===== src/rtl/pwr_mode_pkg.sv =====
package pwr_mode_pkg;
  typedef enum logic [1:0] {
    MODE_RUN   = 2'd0,
    MODE_SLEEP = 2'd1,
    MODE_STOP  = 2'd2,
    MODE_LOCK  = 2'd3
  } pwr_mode_e;
endpackage


===== src/rtl/pwr_edge_det.sv =====
module pwr_edge_det (
  input  logic clk_i,
  input  logic rst_ni,
  input  logic lvl_i,
  output logic rise_o
);
  logic lvl_q;

  always_ff @(posedge clk_i or negedge rst_ni) begin
    if (!rst_ni) lvl_q <= 1'b0;
    else         lvl_q <= lvl_i;
  end

  assign rise_o = lvl_i & ~lvl_q;

  // a held level reports at most one edge
  assert_single_edge_R11: assert property (@(posedge clk_i) disable iff (!rst_ni)
    rise_o |=> !rise_o);
endmodule


===== src/rtl/pwr_lock_timer.sv =====
module pwr_lock_timer #(
  parameter int unsigned LOCK_CYCLES = 16,
  localparam int unsigned CNT_W = $clog2(LOCK_CYCLES + 1)
) (
  input  logic clk_i,
  input  logic rst_ni,
  input  logic run_i,
  output logic done_o
);
  logic [CNT_W-1:0] cnt_q;
  localparam logic [CNT_W-1:0] LAST = CNT_W'(LOCK_CYCLES - 1);

  always_ff @(posedge clk_i or negedge rst_ni) begin
    if (!rst_ni)     cnt_q <= '0;
    else if (!run_i) cnt_q <= '0;
    else if (!done_o) cnt_q <= cnt_q + 1'b1;
  end

  assign done_o = run_i && (cnt_q == LAST);

  assert_cnt_bound_R6: assert property (@(posedge clk_i) disable iff (!rst_ni)
    cnt_q <= LAST);
endmodule


===== src/rtl/pwr_hold_arb.sv =====
module pwr_hold_arb
  import pwr_mode_pkg::*;
(
  input  logic      clk_i,
  input  logic      rst_ni,
  input  pwr_mode_e mode_d_i,
  input  logic      hold_req_i,
  input  logic      bus_idle_i,
  output logic      hold_ack_o
);
  logic grant_ok;

  always_comb begin
    unique case (mode_d_i)
      MODE_SLEEP: grant_ok = 1'b1;
      MODE_RUN:   grant_ok = bus_idle_i;
      default:    grant_ok = 1'b0;
    endcase
  end

  always_ff @(posedge clk_i or negedge rst_ni) begin
    if (!rst_ni) hold_ack_o <= 1'b0;
    else         hold_ack_o <= hold_req_i & grant_ok;
  end

  assert_ack_needs_req_R7: assert property (@(posedge clk_i) disable iff (!rst_ni)
    hold_ack_o |-> $past(hold_req_i));
endmodule


===== src/rtl/pwr_mode_ctrl.sv =====
module pwr_mode_ctrl
  import pwr_mode_pkg::*;
#(
  parameter int unsigned LOCK_CYCLES = 16,
  parameter logic [3:0]  HALT_CODE   = 4'hA,
  parameter logic [3:0]  IDLE_CODE   = 4'hF
) (
  input  logic       clk_i,
  input  logic       rst_ni,
  input  logic       halt_i,
  input  logic       stby_i,
  input  logic       irq_i,
  input  logic       nmi_i,
  input  logic       hold_req_i,
  input  logic       bus_idle_i,
  output logic       hold_ack_o,
  output logic       pll_en_o,
  output logic       clk_en_o,
  output logic       status_oe_o,
  output logic [3:0] status_o
);
  pwr_mode_e mode_q, mode_d;
  logic nmi_rise, lock_done;

  pwr_edge_det u_nmi_edge (
    .clk_i (clk_i),
    .rst_ni(rst_ni),
    .lvl_i (nmi_i),
    .rise_o(nmi_rise)
  );

  pwr_lock_timer #(.LOCK_CYCLES(LOCK_CYCLES)) u_lock (
    .clk_i (clk_i),
    .rst_ni(rst_ni),
    .run_i (mode_q == MODE_LOCK),
    .done_o(lock_done)
  );

  always_comb begin
    mode_d = mode_q;
    unique case (mode_q)
      MODE_RUN:   if (stby_i) mode_d = MODE_STOP;
                  else if (halt_i) mode_d = MODE_SLEEP;
      MODE_SLEEP: if (irq_i || nmi_rise) mode_d = MODE_RUN;
      MODE_STOP:  if (nmi_rise) mode_d = MODE_LOCK;
      MODE_LOCK:  if (lock_done) mode_d = MODE_RUN;
      default:    mode_d = MODE_RUN;
    endcase
  end

  always_ff @(posedge clk_i or negedge rst_ni) begin
    if (!rst_ni) mode_q <= MODE_RUN;
    else         mode_q <= mode_d;
  end

  pwr_hold_arb u_hold (
    .clk_i     (clk_i),
    .rst_ni    (rst_ni),
    .mode_d_i  (mode_d),
    .hold_req_i(hold_req_i),
    .bus_idle_i(bus_idle_i),
    .hold_ack_o(hold_ack_o)
  );

  assign pll_en_o    = (mode_q != MODE_STOP);
  assign clk_en_o    = (mode_q == MODE_RUN);
  assign status_oe_o = ~hold_ack_o;
  assign status_o    = (mode_q == MODE_SLEEP || mode_q == MODE_STOP) ? HALT_CODE : IDLE_CODE;

  assert_sleep_wake_R4: assert property (@(posedge clk_i) disable iff (!rst_ni)
    (mode_q == MODE_SLEEP && irq_i) |=> clk_en_o);
  assert_stop_hold_R5: assert property (@(posedge clk_i) disable iff (!rst_ni)
    (mode_q == MODE_STOP && !nmi_rise) |=> !pll_en_o);
  assert_nmi_lock_R6: assert property (@(posedge clk_i) disable iff (!rst_ni)
    (mode_q == MODE_STOP && nmi_rise) |=> (pll_en_o && !clk_en_o));
  assert_no_ack_stop_R7: assert property (@(posedge clk_i) disable iff (!rst_ni)
    (!pll_en_o || mode_q == MODE_LOCK) |-> !hold_ack_o);
  assert_status_back_R9: assert property (@(posedge clk_i) disable iff (!rst_ni)
    ($fell(hold_ack_o) && mode_q == MODE_SLEEP) |-> (status_oe_o && status_o == HALT_CODE));
endmodule


===== config.mk =====
export PLATFORM = sky130hd
export DESIGN_NAME = pwr_mode_ctrl
export DESIGN_NICKNAME = d
export VERILOG_FILES = /design/src/rtl/pwr_mode_pkg.sv /design/src/rtl/pwr_edge_det.sv /design/src/rtl/pwr_lock_timer.sv /design/src/rtl/pwr_hold_arb.sv /design/src/rtl/pwr_mode_ctrl.sv
export SDC_FILE = /design/constraint.sdc
export NUM_CORES = 1
export LEC_CHECK = 0
export BUFFER_PORTS_ARGS = -buffer_cell sky130_fd_sc_hd__clkbuf_2
export CAP_MARGIN = 40
export CORE_AREA = 4 4 41 43
export DETAILED_ROUTE_END_ITERATION = 12
export DIE_AREA = 0 0 45 47
export HOLD_SLACK_MARGIN = 0.05
export PLACE_DENSITY = 0.68
export SYNTH_ARGS = -nofsm -noshare
export SYNTH_HDL_FRONTEND = slang
export SYNTH_SLANG_ARGS = --single-unit

===== constraint.sdc =====
create_clock -name clk_i -period 1.63 [get_ports clk_i]
set_input_delay 0.0815 -clock clk_i [delete_from_list [all_inputs] [get_ports clk_i]]
set_output_delay 0.0815 -clock clk_i [all_outputs]
set_load 0.01 [all_outputs]

==> run_results.csv <==
group,metric,value,unit
status,status,"completed",
placed_design,pre_cts_slack,-0.05740,ns
grt,grt_pass1_vias,389,
clock_tree,clkTransAtPathRegs,0.06,ns
clock_tree,cts_sinks,9,
clock_tree,clockBufferDepth,2,
routing,first_pass_iters,2,
worst_setup_path,startpoint_type,"flop",
logic_synthesis,yosys.area.top_type,"dfrtp_1",
die,start_util,41.92,%
sta,rsz0062_at_grt,"true",
grt,gr-usage-met1,11.35,%
sta,hold_ws,0.09177,ns
die,num_rows,13,
logic_synthesis,netlist_instances,54,
grt,busiest_layer,"met2",
worst_setup_path,cp.required,1.84,ns
min_path,hold_depth,3,
flow_run,max_cap_viol_count,0,
sta,slew_viol_final,0,
logic_synthesis,ys_seq_elements,9,
sta,finalCritPeriodShare,98.78,%
grt,antenna_found_initial,0,
sta,clock_skew,0.006223,ns
sta,hold_viol,0,
die,io-pin-count,16,
logic_synthesis,synth.area.top_cells,"dfrtp_1 (41%), ha_1 (14%), inv_1 (4.8%)",
logic_synthesis,synth_edf_count,0,
power_and_ir_drop,ir_worst_vdd,0.9461,mV
die,die_y,47,microns
sta,setup_ws,0.01988,ns
routing,drc,0,
grt,met3_usage,7.280,%
final_layout,n_antenna_cell,0,
routing,postRouteAntennaNets,0,
worst_setup_path,crit_arrival,1.82,ns
clock_tree,cts-htree-levels,1,
power_and_ir_drop,power_density,1345,mW/mm^2
die,core_area,0.001301,sq mm
final_layout,areaGrowthSynthToFinish,40.60,%
logic_synthesis,syn_area_per_cell,10.10,sq um
worst_setup_path,rr_worst_depth,7,
final_layout,fillers,120,
grt,track_usage,12.17,%
die,fp.dieW,45,microns
worst_setup_path,critPathKind,"flop to flop",
grt,grt_start_max_net_pins,10,
logic_synthesis,synthArstFlopShare,100.0,%
sta,period_needed,1.610,ns
placed_design,io_buffer_count,13,
logic_synthesis,yosys.cell_types.count,24,
sta,fmax,0.6211,GHz
logic_synthesis,synth_flop_cell,"dfrtp_1",
grt,grt_use_met2,20.62,%
worst_setup_path,cp-end-kind,"flop",
logic_synthesis,synth_common_cells,"dfrtp_1 (9), inv_1 (7), ha_1 (6)",
logic_synthesis,syn_area,545.5,sq um
min_path,hold_path_class,"input port to flop",
final_layout,layout-drive-gt1-share,37.50,%
logic_synthesis,yosysMostFrequentCell,"dfrtp_1",
clock_tree,cts_tree,"done",
routing,drt_iter0_drc,3,
grt,grt_pass1_wl,1.690,mm
routing,wl,1.143,mm
placed_design,gp_congestion,0.7172,
clock_tree,cts_made_buffers,3,
logic_synthesis,synth-seq-area-share,41.28,%
final_layout,final_nets,95,
sta,finalSetupViolCount,0,
placed_design,dpl.hpwl,799.7,microns
clock_tree,worstSkewPairLatency,0.27,ns
routing,dr_total_vias,433,
grt,overflow,0,
clock_tree,cts_root_buffer,"clkbuf_4",
logic_synthesis,yosys_warnings,0,
routing,viasPerCell,4.558,
logic_synthesis,yosys.area.top_type_share,41.28,%
routing,wl_per_cell,12.03,microns
die,dieArea,0.002115,sq mm
worst_setup_path,path_max_fanout,6,
power_and_ir_drop,power.leakage,0.3953,nW
routing by layer:
layer	part of all wire (%)	wire, microns	up-vias
met5	0	0	-
met4	1.3	15	0
met3	6.9	79	2
met2	52	597	17
met1	39	451	193
li1	-	-	221
path summary, 6_finish.rpt:
path,start,endpoint,slack (ns)
min in group asynchronous,rst_ni,u_lock.cnt_q[4]$_DFFE_PN0P_,0.20
setup reg to reg,u_lock.cnt_q[0]$_DFFE_PN0P_,u_hold.hold_ack_o$_DFF_PN0_,0.02
max in group asynchronous,rst_ni,u_nmi_edge.lvl_q$_DFF_PN0_,1.23
hold reg to reg,u_lock.cnt_q[4]$_DFFE_PN0P_,u_lock.cnt_q[4]$_DFFE_PN0P_,0.59
setup / recovery,u_lock.cnt_q[0]$_DFFE_PN0P_,u_hold.hold_ack_o$_DFF_PN0_,0.02
hold / removal,stby_i,mode_q[1]$_DFF_PN0_,0.09
per-stage QoR:
stage	power (mW)	area, sq um	util [%]	cells	setup TNS (ns)
2_1_floorplan	0.6465	561.8	-	55	0
3_3_place_gp	0.7738	638.1	49.04	82	-0.04668
3_5_place_dp	0.7872	638.1	49.04	82	-0.05740
4_1_cts	0.9977	719.4	55.29	90	0
5_1_grt	1.134	767.0	58.94	95	-0.05555
6_report	1.031	767.0	58.94	95	0
area by class of cell:
cell class              instances  area [sq um]  area share, %
repair buffers                 25         165.2          21.53
flip-flops and latches          9         225.2          29.36
inverters                       8         30.03          3.915
clock buffers                   4         26.28          3.426
well taps                      15         18.77          2.447
multi-input cells              34         301.5          39.31
kinds of logic (layout without fill, tap and decap cells):
group,Yosys count,in the layout,share of synthesized area [%]
xor gates and xnor gates,3,3,4.817
adders and majority gates,6,6,13.76
and+or+nand+nor,16,16,18.58
other,1,2,0.6874
AOI/OAI and AO/OA,6,6,8.487
muxes,1,1,1.835
DFF,9,9,41.29
buffers and inverters,12,37,10.55
repair_timing:
item	in CTS	in global routing
buffers inserted	1	4
gates resized for setup	3	1
hold buffers	3	1
hold endpoints to repair	11	1
pin swaps	1	4
cloned	0	0
endpoints found under the setup margin	2	1
placed cells by master (no fill, tap or decap), types with 2 or more instances in the layout:
cell           instances
o21ai_0                2
dfrtp_1                9
inv_1                  7
buf_4                  8
clkbuf_2              13
and2_1                 4
xnor2_1                3
nor2_1                 2
clkbuf_4               3
nand2b_1               2
dlygate4sd3_1          4
conb_1                 2
ha_1                   4
report_power, final:
part	internal, mW	switching (mW)	leakage, nW
Sequential	0.272	0.0450	0.119
Clock	0.0947	0.0845	0.0150
Combinational	0.262	0.274	0.262
worst max-delay path: stages (launching register included):
cell	delay (ns)
dfrtp_1	0.39
ha_2	0.19
and3_4	0.18
ha_4	0.17
nand2b_4	0.15
o311ai_2	0.07
o311a_1	0.24
o211a_1	0.16
state kept, by name, summed over array words and instances (netlist names):
register and count:
mode_q 2, u_hold.hold_ack_o 1, u_lock.cnt_q 5, u_nmi_edge.lvl_q 1
No activity file was read; power rests on OpenSTA's default activity.
